`config.mk`:
```
export PLATFORM = sky130hd
export DESIGN_NAME = rdr_engine
export DESIGN_NICKNAME = d
export VERILOG_FILES = /design/src/rtl/rdr_pkg.sv /design/src/rtl/rdr_datapath.sv /design/src/rtl/rdr_control.sv /design/src/rtl/rdr_engine.sv
export SDC_FILE = /design/constraint.sdc
export NUM_CORES = 1
export LEC_CHECK = 0
export ABC_AREA = 1
export BUFFER_PORTS_ARGS = -buffer_cell sky130_fd_sc_hd__buf_2
export CELL_PAD_IN_SITES_DETAIL_PLACEMENT = 0
export CELL_PAD_IN_SITES_GLOBAL_PLACEMENT = 1
export CORE_MARGIN = 2
export CORE_UTILIZATION = 23
export CTS_CLUSTER_SIZE = 16
export DETAILED_ROUTE_END_ITERATION = 16
export HOLD_SLACK_MARGIN = 0.05
export MAX_ROUTING_LAYER = met4
export PLACE_DENSITY_LB_ADDON = 0.1
export SKIP_LAST_GASP = 1
export SLEW_MARGIN = 20
export SYNTH_ARGS = -nofsm -noshare
export SYNTH_HDL_FRONTEND = slang
export SYNTH_SLANG_ARGS = --single-unit
```
`constraint.sdc`:
```
create_clock -name clk -period 11.5 [get_ports clk]
set_input_delay 1.15 -clock clk [delete_from_list [all_inputs] [get_ports clk]]
set_output_delay 1.15 -clock clk [all_outputs]
set_load 0.05 [all_outputs]
```
`src/rtl/rdr_pkg.sv`:
```
package rdr_pkg;

  // Per-entry state of the history stack
  typedef enum logic [1:0] {
    ST_EMPTY = 2'd0,
    ST_PROT  = 2'd1,
    ST_PROB  = 2'd2,
    ST_GHOST = 2'd3
  } entState_t;

  // Action decided in the lookup phase
  typedef enum logic [2:0] {
    K_PROT_HIT,
    K_PROB_PROMOTE,
    K_PROB_REFRESH,
    K_WARM,
    K_GHOST_PROMOTE,
    K_MISS_NEW
  } refKind_t;

  // Control-to-datapath strobes
  typedef struct packed {
    logic capture;
    logic sPush;
    logic sPushProt;
    logic sMoveMatch;
    logic sMarkGhost;
    logic sDropBottom;
    logic sPrune;
    logic qEvict;
    logic qPush;
    logic qPushDemoted;
    logic qRemoveMatch;
  } rdrStrobe_t;

  // Datapath-to-control lookup flags for the captured block
  typedef struct packed {
    logic sHit;
    logic sIsProt;
    logic qHit;
    logic qFull;
    logic protFull;
  } rdrFlags_t;

endpackage

```
`src/rtl/rdr_datapath.sv`:
```
module rdr_datapath
  import rdr_pkg::*;
#(
  parameter int BLOCK_W    = 8,
  parameter int PROT_SLOTS = 3,
  parameter int PROB_SLOTS = 2,
  parameter int HIST_DEPTH = 16
) (
  input  logic               clk,
  input  logic               rstN,
  input  rdrStrobe_t         stb,
  input  logic [BLOCK_W-1:0] refBlockIn,
  output rdrFlags_t          flags,
  output logic [BLOCK_W-1:0] lruBlk
);

  localparam int SIW = (HIST_DEPTH > 1) ? $clog2(HIST_DEPTH) : 1;
  localparam int QIW = (PROB_SLOTS > 1) ? $clog2(PROB_SLOTS) : 1;
  localparam int CW  = $clog2(HIST_DEPTH + 1);

  logic [BLOCK_W-1:0] refBlk;
  logic [BLOCK_W-1:0] sBlk [HIST_DEPTH];
  entState_t          sSt  [HIST_DEPTH];
  logic [BLOCK_W-1:0] qBlk [PROB_SLOTS];
  logic [PROB_SLOTS-1:0] qV;

  logic [BLOCK_W-1:0] nsBlk [HIST_DEPTH];
  entState_t          nsSt  [HIST_DEPTH];
  logic [BLOCK_W-1:0] nqBlk [PROB_SLOTS];
  logic [PROB_SLOTS-1:0] nqV;

  // Stack lookup
  logic sHit, sIsProt, sFull, anyProt;
  logic [SIW-1:0] sIdx, ghostIdx, botIdx, rIdx;
  logic [CW-1:0]  protCnt;
  logic [HIST_DEPTH-1:0] keep;

  always_comb begin
    sHit     = 1'b0;
    sIsProt  = 1'b0;
    sIdx     = '0;
    ghostIdx = '0;
    botIdx   = '0;
    protCnt  = '0;
    anyProt  = 1'b0;
    for (int i = 0; i < HIST_DEPTH; i++) begin
      if (sSt[i] != ST_EMPTY) begin
        botIdx = SIW'(i);
        if (sBlk[i] == refBlk) begin
          sHit    = 1'b1;
          sIdx    = SIW'(i);
          sIsProt = (sSt[i] == ST_PROT);
        end
      end
      if (sSt[i] == ST_GHOST) ghostIdx = SIW'(i);
      if (sSt[i] == ST_PROT)  protCnt  = protCnt + CW'(1);
    end
    for (int i = HIST_DEPTH - 1; i >= 0; i--) begin
      anyProt = anyProt | (sSt[i] == ST_PROT);
      keep[i] = anyProt;
    end
  end

  assign sFull = (sSt[HIST_DEPTH-1] != ST_EMPTY);
  // Slot vacated by a push: the moved entry, the deepest ghost on overflow, else the empty tail
  assign rIdx  = stb.sMoveMatch ? sIdx : (sFull ? ghostIdx : SIW'(HIST_DEPTH - 1));

  // Queue lookup
  logic qHit;
  logic [QIW-1:0] qIdx, qRem;

  always_comb begin
    qHit = 1'b0;
    qIdx = '0;
    for (int i = 0; i < PROB_SLOTS; i++) begin
      if (qV[i] && qBlk[i] == refBlk) begin
        qHit = 1'b1;
        qIdx = QIW'(i);
      end
    end
  end

  assign lruBlk = qBlk[PROB_SLOTS-1];
  assign qRem   = stb.qRemoveMatch ? qIdx : QIW'(PROB_SLOTS - 1);

  assign flags.sHit     = sHit;
  assign flags.sIsProt  = sIsProt;
  assign flags.qHit     = qHit;
  assign flags.qFull    = qV[PROB_SLOTS-1];
  assign flags.protFull = (protCnt >= CW'(PROT_SLOTS));

  // Stack next state
  always_comb begin
    for (int i = 0; i < HIST_DEPTH; i++) begin
      nsBlk[i] = sBlk[i];
      nsSt[i]  = sSt[i];
    end
    if (stb.sMarkGhost) begin
      for (int i = 0; i < HIST_DEPTH; i++) begin
        if (sSt[i] != ST_EMPTY && sBlk[i] == lruBlk) nsSt[i] = ST_GHOST;
      end
    end
    if (stb.sPush) begin
      for (int i = 1; i < HIST_DEPTH; i++) begin
        if (i <= int'(rIdx)) begin
          nsBlk[i] = sBlk[i-1];
          nsSt[i]  = sSt[i-1];
        end
      end
      nsBlk[0] = refBlk;
      nsSt[0]  = stb.sPushProt ? ST_PROT : ST_PROB;
    end
    if (stb.sDropBottom) begin
      for (int i = 0; i < HIST_DEPTH; i++) begin
        if (i == int'(botIdx)) nsSt[i] = ST_EMPTY;
      end
    end
    if (stb.sPrune) begin
      for (int i = 0; i < HIST_DEPTH; i++) begin
        if (!keep[i]) nsSt[i] = ST_EMPTY;
      end
    end
  end

  // Queue next state
  always_comb begin
    for (int i = 0; i < PROB_SLOTS; i++) nqBlk[i] = qBlk[i];
    nqV = qV;
    if (stb.qEvict) nqV[PROB_SLOTS-1] = 1'b0;
    if (stb.qRemoveMatch && !stb.qPush) begin
      for (int i = 0; i < PROB_SLOTS; i++) begin
        if (i >= int'(qIdx)) begin
          if (i < PROB_SLOTS - 1) begin
            nqBlk[i] = qBlk[i+1];
            nqV[i]   = qV[i+1];
          end else begin
            nqV[i] = 1'b0;
          end
        end
      end
    end
    if (stb.qPush) begin
      for (int i = 1; i < PROB_SLOTS; i++) begin
        if (i <= int'(qRem)) begin
          nqBlk[i] = qBlk[i-1];
          nqV[i]   = qV[i-1];
        end
      end
      nqBlk[0] = stb.qPushDemoted ? sBlk[botIdx] : refBlk;
      nqV[0]   = 1'b1;
    end
  end

  always_ff @(posedge clk) begin
    if (!rstN) begin
      refBlk <= '0;
      qV     <= '0;
      for (int i = 0; i < HIST_DEPTH; i++) begin
        sBlk[i] <= '0;
        sSt[i]  <= ST_EMPTY;
      end
      for (int i = 0; i < PROB_SLOTS; i++) qBlk[i] <= '0;
    end else begin
      if (stb.capture) refBlk <= refBlockIn;
      qV <= nqV;
      for (int i = 0; i < HIST_DEPTH; i++) begin
        sBlk[i] <= nsBlk[i];
        sSt[i]  <= nsSt[i];
      end
      for (int i = 0; i < PROB_SLOTS; i++) qBlk[i] <= nqBlk[i];
    end
  end

endmodule

```
`src/rtl/rdr_control.sv`:
```
module rdr_control
  import rdr_pkg::*;
#(
  parameter int BLOCK_W = 8
) (
  input  logic               clk,
  input  logic               rstN,
  input  logic               refValid,
  input  rdrFlags_t          flags,
  input  logic [BLOCK_W-1:0] lruBlk,
  output rdrStrobe_t         stb,
  output logic               busy,
  output logic               respValid,
  output logic               hit,
  output logic               evictValid,
  output logic [BLOCK_W-1:0] evictBlock
);

  typedef enum logic [2:0] {
    PH_IDLE, PH_LOOK, PH_EVICT, PH_MOVE, PH_DEMOTE, PH_PRUNE
  } phase_t;

  phase_t   phase, phaseNext;
  refKind_t kind, lookKind;
  logic     pendHit, pendEvict, lookHit;
  logic [BLOCK_W-1:0] pendBlk;
  logic     promoteKind;

  assign busy        = (phase != PH_IDLE);
  assign promoteKind = (kind == K_PROB_PROMOTE) || (kind == K_GHOST_PROMOTE);

  // Classify the captured reference
  always_comb begin
    lookHit = (flags.sHit && flags.sIsProt) || flags.qHit;
    if (flags.sHit && flags.sIsProt)  lookKind = K_PROT_HIT;
    else if (flags.qHit)              lookKind = flags.sHit ? K_PROB_PROMOTE : K_PROB_REFRESH;
    else if (!flags.protFull)         lookKind = K_WARM;
    else if (flags.sHit)              lookKind = K_GHOST_PROMOTE;
    else                              lookKind = K_MISS_NEW;
  end

  always_comb begin
    stb       = '0;
    phaseNext = phase;
    unique case (phase)
      PH_IDLE: begin
        if (refValid) begin
          stb.capture = 1'b1;
          phaseNext   = PH_LOOK;
        end
      end
      PH_LOOK: phaseNext = PH_EVICT;
      PH_EVICT: begin
        if (pendEvict) begin
          stb.qEvict     = 1'b1;
          stb.sMarkGhost = 1'b1;
        end
        phaseNext = PH_MOVE;
      end
      PH_MOVE: begin
        stb.sPush = 1'b1;
        unique case (kind)
          K_PROT_HIT: begin
            stb.sPushProt  = 1'b1;
            stb.sMoveMatch = 1'b1;
          end
          K_PROB_PROMOTE: begin
            stb.sPushProt    = 1'b1;
            stb.sMoveMatch   = 1'b1;
            stb.qRemoveMatch = 1'b1;
          end
          K_GHOST_PROMOTE: begin
            stb.sPushProt  = 1'b1;
            stb.sMoveMatch = 1'b1;
          end
          K_PROB_REFRESH: begin
            stb.qRemoveMatch = 1'b1;
            stb.qPush        = 1'b1;
          end
          K_MISS_NEW: stb.qPush = 1'b1;
          default:    stb.sPushProt = 1'b1;
        endcase
        phaseNext = PH_DEMOTE;
      end
      PH_DEMOTE: begin
        if (promoteKind) begin
          stb.sDropBottom  = 1'b1;
          stb.qPush        = 1'b1;
          stb.qPushDemoted = 1'b1;
        end
        phaseNext = PH_PRUNE;
      end
      default: begin
        stb.sPrune = 1'b1;
        phaseNext  = PH_IDLE;
      end
    endcase
  end

  always_ff @(posedge clk) begin
    if (!rstN) begin
      phase      <= PH_IDLE;
      kind       <= K_WARM;
      pendHit    <= 1'b0;
      pendEvict  <= 1'b0;
      pendBlk    <= '0;
      respValid  <= 1'b0;
      hit        <= 1'b0;
      evictValid <= 1'b0;
      evictBlock <= '0;
    end else begin
      phase     <= phaseNext;
      respValid <= 1'b0;
      if (phase == PH_LOOK) begin
        kind      <= lookKind;
        pendHit   <= lookHit;
        pendEvict <= !lookHit && flags.protFull && flags.qFull;
      end
      if (phase == PH_EVICT && pendEvict) pendBlk <= lruBlk;
      if (phase == PH_PRUNE) begin
        respValid  <= 1'b1;
        hit        <= pendHit;
        evictValid <= pendEvict;
        evictBlock <= pendEvict ? pendBlk : '0;
      end
    end
  end

endmodule

```
`src/rtl/rdr_engine.sv`:
```
module rdr_engine
  import rdr_pkg::*;
#(
  parameter int BLOCK_W    = 8,
  parameter int PROT_SLOTS = 3,
  parameter int PROB_SLOTS = 2,
  parameter int HIST_DEPTH = 16
) (
  input  logic               clk,
  input  logic               rstN,
  input  logic               refValid,
  input  logic [BLOCK_W-1:0] refBlock,
  output logic               busy,
  output logic               respValid,
  output logic               hit,
  output logic               evictValid,
  output logic [BLOCK_W-1:0] evictBlock
);

  rdrStrobe_t         stb;
  rdrFlags_t          dpFlags;
  logic [BLOCK_W-1:0] lruBlk;

  rdr_control #(.BLOCK_W(BLOCK_W)) u_ctrl (
    .clk(clk), .rstN(rstN), .refValid(refValid), .flags(dpFlags),
    .lruBlk(lruBlk), .stb(stb), .busy(busy), .respValid(respValid),
    .hit(hit), .evictValid(evictValid), .evictBlock(evictBlock)
  );

  rdr_datapath #(
    .BLOCK_W(BLOCK_W), .PROT_SLOTS(PROT_SLOTS),
    .PROB_SLOTS(PROB_SLOTS), .HIST_DEPTH(HIST_DEPTH)
  ) u_dp (
    .clk(clk), .rstN(rstN), .stb(stb), .refBlockIn(refBlock),
    .flags(dpFlags), .lruBlk(lruBlk)
  );

endmodule

```
# Yosys cells after proc, flatten, opt, wreduce, memory -nomap -nowiden

Memory sizes are Yosys's and may differ from the RTL's.
Cells that the tools add are included.
W data, S select, Z words.

Register bits after elaboration: 37
Memory bits (writable): 176
Bits of input ports: 11
Output and inout bits: 12
Word-level logic and storage cells: 541
Memories kept: 3

$add $sub $neg: 15
Order comparisons: 18
Equal/unequal tests: 90
Mux-type cells: 300
Bitwise logic cells: 49
Reduce and logical (&&, ||, !) cells: 54

Memories:

| memory    | words | bits a word | rd ports | clocked after Yosys merged registers in | write ports | RTL line           | RTL |
|---|---|---|---|---|---|---|---|
| u_dp.sBlk | 16    | 8           | 17       | 0                                       | 16          | rdr_datapath.sv:22 | `logic [BLOCK_W-1:0] sBlk [HIST_DEPTH];` |
| u_dp.sSt  | 16    | 2           | 16       | 0                                       | 16          | rdr_datapath.sv:23 | `entState_t sSt [HIST_DEPTH];` |
| u_dp.qBlk | 2     | 8           | 2        | 0                                       | 2           | rdr_datapath.sv:24 | `logic [BLOCK_W-1:0] qBlk [PROB_SLOTS];` |

Operators by type and width:

| kind                  | number |
|---|---|
| $mux W8               | 38 |
| $eq A8 B8 Y1          | 34 |
| $mux W4               | 47 |
| $mux W2               | 88 |
| $mux W128             | 1 |
| $mux W32              | 4 |
| $mux W1               | 91 |
| $mux W5               | 15 |
| $add A5 B1 Y5 const B | 14 |
| $or A1 B1 Y1          | 49 |
| $mux W3               | 13 |
| $reduce_bool A2 Y1    | 18 |
| $eq A2 B1 Y1 const B  | 16 |
| $eq A4 B4 Y1 const A  | 8 |
| $le A4 B4 Y1 const A  | 8 |
| $eq A2 B2 Y1 const B  | 15 |
| $logic_and A1 B1 Y1   | 23 |
| $eq A3 B4 Y1 const A  | 4 |
| $le A3 B4 Y1 const A  | 4 |
| $mux W16              | 1 |
| $pmux W3 S5           | 1 |
| $eq A3 B3 Y1 const B  | 4 |
| $eq A3 B2 Y1 const B  | 3 |
| $eq A2 B4 Y1 const A  | 2 |
| other kinds (19)      | 25 |

# Longest topological paths before layout

Gate-level depths: netlist (run 1).
An unclocked memory read counts as a cell.

Depth after elaboration: 41
Depth in mapped cells: 67

# Cells and area by module

From an unflattened synthesis (run 1), not the netlist that was laid out.

Cells, all modules: 2412
Area, all modules: 15202.1 um2

Modules (own cells, without submodules):

| module       | times used | cells an instance | area an instance (um2) | sequential area each (um2) |
|---|---|---|---|---|
| rdr_datapath | 1          | 2255              | 14012.2                | 3723.6 |
| rdr_control  | 1          | 157               | 1189.9                 | 540.5 |

# Worst setup path before layout (run 1)

Ideal clock, no wire load.

Path kind: flip-flop to flip-flop
From: memory u_dp.sSt[0][2] (netlist name)
To: register u_ctrl.pendEvict
Setup time: 0.132 ns
Data arrival time: 7.866 ns
Required time: 11.368 ns
Setup slack: 3.502 ns
Cell stages (with the launch flop): 65
Period minus slack after synthesis: 7.998 ns
Path through: dfxtp_1 inv_1 nor2_1 inv_1 ha_1 nand3_1 nand2_2 inv_1 ha_1 or2_2 nand2_1 inv_1 nand2_1 nand3_1 nand2_1 ha_1 or2_2 nand2_1 [29 not listed] or2_2 nand2_1 inv_2 ha_1 or2_2 nand2_1 inv_1 ha_1 inv_1 nor2_1 inv_1 nor2_4 nand3_1 nand3_1 nand2_1 nand3_2 nand3_1 a21oi_1

RTL lines:

| element              | RTL line           | RTL |
|---|---|---|
| from (decl)          | rdr_datapath.sv:23 |  |
| to (signal assigned) | rdr_control.sv:117 | `pendEvict <= !lookHit && flags.protFull && flags.qFull;` |
| to (decl)            | rdr_control.sv:25  | `logic pendHit, pendEvict, lookHit;` |

==> results.json, run 1 <==
{
  "status": "finished clean",
  "port_buffers": 22,
  "final_cell_mix": "nand2_1, inv_1, nor2_1",
  "cts.sinks": 213,
  "clockPowerShare_pct": 30.9,
  "synth_cells": 2380,
  "htreeDepth": 1,
  "fin_worst_skew_ps": 24.29,
  "dp_hpwl_um": 54810,
  "ctsResizeCount": 0,
  "worstPathMaxFanout": 4,
  "ant_nets": 0,
  "grt_max_degree": 69,
  "wl_per_cell_um": 22.94,
  "r2r-end": "u_ctrl.pendEvict",
  "synth_top_area_share_pct": 28.03,
  "ys_types": 50,
  "r2r-start": "u_dp.sSt[0][0]",
  "drive_above_1_share_pct": 8.859,
  "via_count": 16575,
  "die-area_um2": 68210,
  "r2r_setup_slack_ps": 2530,
  "use_met2_pct": 36.13,
  "drv_cap": 0,
  "slew_viol_final": 0,
  "slew_headroom_pct": 25.10,
  "setup-tns-final_ps": 0,
  "end_kind": "flop",
  "row_count": 94,
  "peakVddDrop_uv": 114.8,
  "hold_class": "flop to flop",
  "use_met3_pct": 1.539,
  "syn_area_um2": 15210,
  "synth.largest_area_cell": "dfxtp_1",
  "drtIter0Drc": 1317,
  "avgSynthCellArea_um2": 6.391,
  "io_pins": 23,
  "finalWeightedCongestion": 0.8691,
  "p_leak_nw": 7.340,
  "grt_pass1_vias": 16165,
  "intPower_mw": 1.610,
  "synthAdderAreaFrac_pct": 1.152,
  "final_hold_viol_count": 0,
  "min_from": "u_ctrl.pendBlk[7]",
  "synth_top_family_by_area": "simple AND/OR/NAND/NOR gates",
  "p_sw_mw": 1.279,
  "min_period_ps": 8970,
  "startpoint_type": "flop",
  "crit_top_cell": "nand2_1",
  "arrival_ps": 9420,
  "drc": 0,
  "ys_seq_elements": 213,
  "async_reset_ff_share_pct": 0,
  "start_util_pct": 23.18,
  "power_density_nw_per_um2": 167.6,
  "synth-xor-area-share_pct": 7.313,
  "die_h_um": 261.2,
  "yosysSeqAreaShare_pct": 28.03,
  "cpPeakStageDelay_ps": 360,
  "rsz0062_at_grt": "false",
  "drt-pass1-iter-count": 5,
  "worst_hold_path.endpoint": "u_ctrl.evictBlock[7]",
  "crit_path_top_delay_cell": "dfxtp_1",
  "clock_path_buffers": 3,
  "finalSetupViolations": 0,
  "pwr-share-comb_pct": 38.6,
  "core-area_um2": 65630,
  "path_clk_slew_ps": 60,
  "synth-simple-area-share_pct": 27.84,
  "grt_pass1_wl_um": 109400,
  "path_buf_inv": 13,
  "final_nets": 2400,
  "worstMarginPinSlew_ps": 1115,
  "postCtsSetupBuffers": 0,
  "synth-compound-area-share_pct": 24.81,
  "numCtsBuffers": 27,
  "synth_warnings": 0,
  "antenna_cells": 0,
  "ctsHoldBuffers": 0,
  "whs_path_depth": 2,
  "seq_power_share_pct": 30.5,
  "fillers": 7428,
  "wl_um": 74710,
  "crit_required_ps": 11950,
  "layout_commonest_cell": "nand2_1",
  "grt_antenna_before_repair": 0,
  "busiest_layer": "met2",
  "synthesis.nets": 2405,
  "synth-edff-count": 0,
  "period_share_pct": 78.00,
  "fmax_mhz": 111.5,
  "synth_area_leaders": "dfxtp_1, nand2_1, inv_1",
  "power.total_mw": 2.888,
  "swShare_pct": 44.27,
  "area_delta_synth_final_pct": 13.33,
  "path_delay_family": "simple AND/OR/NAND/NOR gates",
  "clockRootBuffer": "clkbuf_16",
  "routed_via_density": 5.089,
  "cts_tree": "done",
  "synth_mux_area_share_pct": 0,
  "grt_use_total_pct": 22.28,
  "grt-ovfl-total": 0,
  "clk_latency_ps": 580,
  "synth_flop_cell": "dfxtp_1",
  "die_x_um": 261.2,
  "path_class": "flop to flop",
  "ff2ff_path_depth": 64,
  "gr-usage-met1_pct": 30.25
}
==> power by group through the flow <==
stage / Combinational, mW / Clock (mW) / Sequential [mW]
after floorplan: 0.695 / 0 / 0.859
after global placement: 1.11 / 0 / 0.894
after detailed placement: 1.10 / 0 / 0.894
after CTS: 1.10 / 0.919 / 0.878
after global routing: 1.21 / 0.939 / 0.887
final: 1.11 / 0.894 / 0.880
==> worst max path at each step <==
| stage | start | to | slack [ps] | depth (start not counted) |
|---|---|---|---|---|
| floorplan | u_dp.sSt[0][2] | u_ctrl.pendEvict | 3500 | 64 |
| global placement | u_dp.sSt[0][0] | u_ctrl.pendEvict | 2640 | 64 |
| detailed placement | u_dp.sSt[0][0] | u_ctrl.pendEvict | 2550 | 64 |
| CTS | u_dp.sSt[0][0] | u_ctrl.pendEvict | 2540 | 64 |
| global route | u_dp.sSt[0][0] | u_ctrl.pendEvict | 1640 | 64 |
| finish | u_dp.sSt[0][0] | u_ctrl.pendEvict | 2530 | 64 |
==> flip-flops by register name, indices dropped and copies added, names as in the netlist <==
register,flops
u_dp.sBlk,128
u_dp.sSt,32
u_dp.qBlk,16
u_ctrl.evictBlock,8
u_ctrl.pendBlk,8
u_dp.refBlk,8
u_ctrl.kind,3
u_ctrl.phase,3
u_dp.qV,2
u_ctrl.evictValid,1
u_ctrl.hit,1
u_ctrl.pendEvict,1
u_ctrl.pendHit,1
u_ctrl.respValid,1
==> cell type report <==
cell class	count	area, um^2	share of cell area (%)
flip-flops and latches	213	4267	24.75
repair buffers	71	480.5	2.787
well taps	864	1081	6.271
multi-input cells	1741	9313	54.02
inverters	321	1205	6.990
clock buffers	36	749.5	4.348
clock inverters	11	142.6	0.8275
==> Yosys cell counts, drive strengths merged (26+ instances only) <==
cell    number
nand3      123
nand2      470
nor2       236
o21ai      222
nand4       26
a21oi      220
xnor2       50
inv        317
buf         32
xor2        77
o22ai       69
dfxtp      213
nor4        27
clkbuf      73
nor3        45
==> logic make-up (layout without fill, tap and decap cells) <==
family,after synthesis,count (layout)
AND/OR/NAND/NOR,951,951
AO/OA/AOI/OAI,649,649
buffers and inverters,426,439
flip-flops,213,213
XOR/XNOR,127,127
adder cells (fa/ha/maj),14,14
==> tightest hold or removal path, stage by stage (launching register included) <==
cell	delay, ps
dfxtp_1	310
nand2_1	60
a21oi_1	50
==> through the flow <==
stage	area [um^2]	hold slack (ps)	setup WS [ps]	utilization [%]	std cells
after global routing	17240	477.9	1638	26.27	3257
after detailed placement	16340	455.7	2553	24.90	3210
after global placement	16340	456.5	2645	24.90	3210
final	17240	459.8	2530	26.27	3257
after CTS	17240	466.0	2544	26.26	3257
after floorplan	15210	437.8	3502	-	2380
==> layer usage <==
layer  up-vias  share of wire (%)
met5         -                  0
li1       8020                  -
met4         0                2.3
met3        98                4.3
met1      8045                 47
met2       412                 46
Note: power is estimated with default switching activity, not from simulation.
==> inputs of run 2 (changes only) <==
Settings changed: ABC_AREA 1 to 0.
Clock period 11.5 ns to 8.3 ns, I/O delays scaled along.
==> results.json, run 2 <==
{
  "synth-edff-count": 0,
  "port_buffers": 22,
  "finalWeightedCongestion": 0.8184,
  "final_hold_viol_count": 0,
  "rsz0062_at_grt": "true",
  "synth_cells": 1936,
  "yosysSeqAreaShare_pct": 27.55,
  "area_delta_synth_final_pct": 18.38,
  "startpoint_type": "flop",
  "min_period_ps": 8511,
  "numCtsBuffers": 28,
  "finalSetupViolations": 4,
  "finalNonFillerCells": 2869,
  "dp_hpwl_um": 48190,
  "grt-ovfl-total": 0,
  "grt_antenna_before_repair": 2,
  "synth_warnings": 0,
  "clockRootBuffer": "clkbuf_16",
  "power_density_nw_per_um2": 190.6,
  "arrival_ps": 9010,
  "synth.largest_area_cell": "dfxtp_1",
  "final_cell_mix": "xnor2_1, nand2_1, dfxtp_1",
  "core-area_um2": 66920,
  "failed_checks": "setup timing",
  "grt_pass1_vias": 13869,
  "drv_cap": 0,
  "end_kind": "flop",
  "status": "finished with violations",
  "largest_register": "u_dp.sBlk",
  "worstPathMaxFanout": 4,
  "drtIter0Drc": 945,
  "fin_worst_skew_ps": 30.81,
  "grt_use_total_pct": 19.50,
  "peakVddDrop_uv": 151.7,
  "via_count": 14099,
  "die_h_um": 263.4,
  "crit_path_top_delay_cell": "or4b_4",
  "synth_flop_cell": "dfxtp_1",
  "path_class": "flop to flop",
  "ys_types": 87,
  "crit_top_cell": "ha_4",
  "drc": 0,
  "grt_pass1_wl_um": 98280,
  "syn_area_um2": 15480,
  "hold_class": "flop to flop",
  "fmax_mhz": 117.5,
  "slew_headroom_pct": 21.78,
  "row_count": 95,
  "ctsHoldBuffers": 0,
  "yosysMostFrequentCell": "xnor2_1",
  "grt_max_degree": 65,
  "cts.sinks": 213,
  "dp.cells": 2805,
  "ant_nets": 0,
  "cpPeakStageDelay_ps": 470,
  "cts_tree": "done",
  "die-area_um2": 69380,
  "wl_um": 67030,
  "synthesis.nets": 1961,
  "slew_viol_final": 0,
  "synth_top_area_share_pct": 27.55,
  "avgSynthCellArea_um2": 7.994,
  "reg_top3": "u_dp.sBlk x128, u_dp.sSt x32, u_dp.qBlk x16",
  "die_x_um": 263.4,
  "p_leak_nw": 6.714,
  "htreeDepth": 1,
  "drt-pass1-iter-count": 5,
  "clk_latency_ps": 590,
  "io_pins": 23,
  "crit_required_ps": 8800,
  "final_nets": 1997,
  "start_util_pct": 23.13,
  "path_clk_slew_ps": 60,
  "synth_area_leaders": "dfxtp_1, xnor2_1, mux2i_1",
  "worst_slack_ps": -210.6,
  "wl_per_cell_um": 23.36,
  "synth.top_cells.by_count": "xnor2_1, nand2_1, dfxtp_1",
  "layout_commonest_cell": "xnor2_1",
  "routed_via_density": 4.914,
  "ys_seq_elements": 213,
  "worstMarginPinSlew_ps": 1173,
  "async_reset_ff_share_pct": 0,
  "setup-tns-final_ps": -621.4,
  "power.total_mw": 3.491,
  "drive_above_1_share_pct": 14.44,
  "period_share_pct": 102.5,
  "largest_reg_flops": 128,
  "clock_path_buffers": 3
}
[run 2: path summary, 6_finish.rpt]
path | startpoint | endpoint | slack, ps | cells past startpoint
setup / recovery | u_dp.sSt[0][2] | u_ctrl.kind[1] | -210 | 46
hold / removal | u_ctrl.evictBlock[1] | u_ctrl.evictBlock[1] | 450 | 2
setup reg to reg | u_dp.sSt[0][2] | u_ctrl.kind[1] | -210 | 46
hold reg to reg | u_ctrl.evictBlock[1] | u_ctrl.evictBlock[1] | 450 | 2
[run 2: routing by layer]
layer	vias to the layer above	global-route usage [%]	wire [um]
met5	-	-	0
met4	0	3.320	971
met3	55	2.544	2892
met2	259	30.58	30420
met1	6891	27.02	32750
li1	6894	-	-
[run 2: worst max-delay path: cells and delay by family, from the launching register on]
kind                       cells  cell delay (ps)
buffers and inverters          4              330
and+or+nand+nor               11             1420
muxes                          4              940
DFF                            1              320
xor gates and xnor gates       3              460
adders and majority gates      9             2250
AOI/OAI and AO/OA             15             2730
[run 2: repair_timing]
| item | 4_1_cts | 5_1_grt |
|---|---|---|
| pin swaps | 8 | 12 |
| setup endpoints to repair | 4 | 4 |
| gates resized for setup | 6 | 5 |
| setup buffers | 6 | 4 |
[run 2: report_power, final]
group | internal, mW | switching [mW]
registers | 1.04 | 0.0396
clock network | 0.820 | 0.515
logic | 0.392 | 0.686
[run 2: layout make-up]
class | count | area, um^2
inverters | 32 | 125.1
diodes | 2 | 5.005
well taps | 873 | 1092
fillers | 7277 | 48600
multi-input cells | 1562 | 10860
flip-flops and latches | 213 | 4265
repair buffers | 135 | 962.2
clock buffers | 39 | 832.0
clock inverters | 13 | 178.9
[run 2: cells by family after synthesis]
logic type	Yosys count	share of synthesized area, %
XOR/XNOR	324	19.64
flip-flops	213	27.55
buffers and inverters	161	4.083
adder cells (fa/ha/maj)	15	1.197
AO/OA/AOI/OAI	342	14.45
AND/OR/NAND/NOR	724	22.65
multiplexers	157	10.43
[run 2: metrics by stage]
step	hold WS, ps	worst slack (ps)	utilization, %	area (um^2)
2_1_floorplan	432.2	-14.39	-	15660
3_3_place_gp	437.8	-175.4	25.66	17170
3_5_place_dp	441.5	-298.7	25.67	17180
4_1_cts	456.4	-149.7	27.30	18270
5_1_grt	464.6	-564.6	27.37	18320
6_report	452.9	-210.6	27.38	18320
==> inputs of run 3 (changes only) <==
Settings changed: RECOVER_POWER set to 100.
==> results.json, run 3 (synthesis results as in run 2) <==
{
  "status": "finished with violations",
  "failed_checks": "capacitance limit, slew limit, setup timing",
  "setup-tns-final_ps": -626.1,
  "worstPathMaxFanout": 4,
  "crit_required_ps": 8800,
  "power.total_mw": 3.487,
  "grt-ovfl-total": 0,
  "clockRootBuffer": "clkbuf_16",
  "wl_um": 67010,
  "die-area_um2": 69380,
  "largest_reg_flops": 128,
  "largest_register": "u_dp.sBlk",
  "peakVddDrop_uv": 152.4,
  "final_nets": 1997,
  "min_period_ps": 8511,
  "start_util_pct": 23.13,
  "final_cell_mix": "xnor2_1, nand2_1, dfxtp_1",
  "finalWeightedCongestion": 0.8184,
  "path_class": "flop to flop",
  "routed_via_density": 4.937,
  "finalSetupViolations": 4,
  "grt_use_total_pct": 19.50,
  "path_clk_slew_ps": 60,
  "drtIter0Drc": 890,
  "fin_worst_skew_ps": 31.74,
  "clock_path_buffers": 3,
  "hold_class": "flop to flop",
  "cpPeakStageDelay_ps": 470,
  "worst_slack_ps": -211.2,
  "holdWs_ps": 453.2,
  "layout_commonest_cell": "xnor2_1",
  "period_share_pct": 102.5,
  "drive_above_1_share_pct": 12.94,
  "htreeDepth": 1,
  "via_count": 14160,
  "r2r_setup_slack_ps": -210,
  "ctsHoldBuffers": 0,
  "slew_viol_final": 193,
  "dp_hpwl_um": 48190,
  "crit_path_top_delay_cell": "or4b_4",
  "post_dp_cell_area_um2": 17180,
  "drv_cap": 5,
  "port_buffers": 22,
  "rsz0062_at_grt": "true",
  "reg_top3": "u_dp.sBlk x128, u_dp.sSt x32, u_dp.qBlk x16",
  "row_count": 95,
  "cts.sinks": 213,
  "drt-pass1-iter-count": 5,
  "crit_top_cell": "ha_4",
  "io_pins": 23,
  "wl_per_cell_um": 23.36,
  "cts_tree": "done",
  "numCtsBuffers": 28,
  "arrival_ps": 9010,
  "p_leak_nw": 6.594,
  "core-area_um2": 66920,
  "die_x_um": 263.4,
  "fillers": 7297,
  "ant_nets": 0,
  "power_density_nw_per_um2": 191.2,
  "end_kind": "flop",
  "worstMarginPinSlew_ps": 2730,
  "grt_pass1_vias": 13869,
  "fmax_mhz": 117.5,
  "clk_latency_ps": 590,
  "final_util_pct": 27.26,
  "die_h_um": 263.4,
  "drc": 0,
  "grt_pass1_wl_um": 98280,
  "startpoint_type": "flop",
  "area_delta_synth_final_pct": 17.86,
  "slew_headroom_pct": -81.99,
  "design_area_um2": 18240,
  "grt_max_degree": 65,
  "final_hold_viol_count": 0,
  "grt_antenna_before_repair": 2
}
## run 3: layout make-up
class,instances,area (um^2),area share [%]
clock buffer,39,832.0,4.562
clock inverter,13,178.9,0.9809
timing repair buffer,135,902.1,4.946
sequential,213,4265,23.38
tap,873,1092,5.988
antenna,1,2.502,0.01372
inverter,32,123.9,0.6791
multi-input combinational,1562,10840,59.45
## run 3: what timing repair did
action,CTS,global route
setup endpoints to repair,4,4
resized for setup,6,5
pin swaps,8,12
buffers inserted,6,4
## run 3: through the flow
stage / cells / setup WS [ps]
after detailed placement: 2805 / -298.7
after global placement: 2805 / -175.4
after global routing: 2867 / -564.6
after CTS: 2863 / -149.7
after floorplan: 1936 / -14.39
final: 2868 / -211.2
## run 3: report_power, final
part,internal [mW],switching [mW]
Clock,0.820,0.517
Combinational,0.390,0.682
Sequential,1.04,0.0399
## run 3: path summary, 6_finish.rpt
kind / from / endpoint / cells after the start
setup / recovery: u_dp.sSt[0][2] / u_ctrl.kind[1] / 46
hold / removal: u_ctrl.evictBlock[1] / u_ctrl.evictBlock[1] / 2
hold reg to reg: u_ctrl.evictBlock[1] / u_ctrl.evictBlock[1] / 2
setup reg to reg: u_dp.sSt[0][2] / u_ctrl.kind[1] / 46
## run 3: metal layers
layer | GRT usage (%) | up-vias | wire length [um]
li1 | - | 6887 | -
met1 | 27.02 | 6931 | 32530
met2 | 30.58 | 283 | 30440
met3 | 2.544 | 59 | 3050
met4 | 3.320 | 0 | 992
met5 | - | - | 0
## run 3: critical path, delay by kind of cell, from the launching register on
kind                     cells  cell delay, ps
adder cells (fa/ha/maj)      9            2240
flip-flops                   1             320
AND/OR/NAND/NOR             11            1420
AO/OA/AOI/OAI               15            2730
buffers and inverters        4             330
multiplexers                 4             940
XOR/XNOR                     3             460
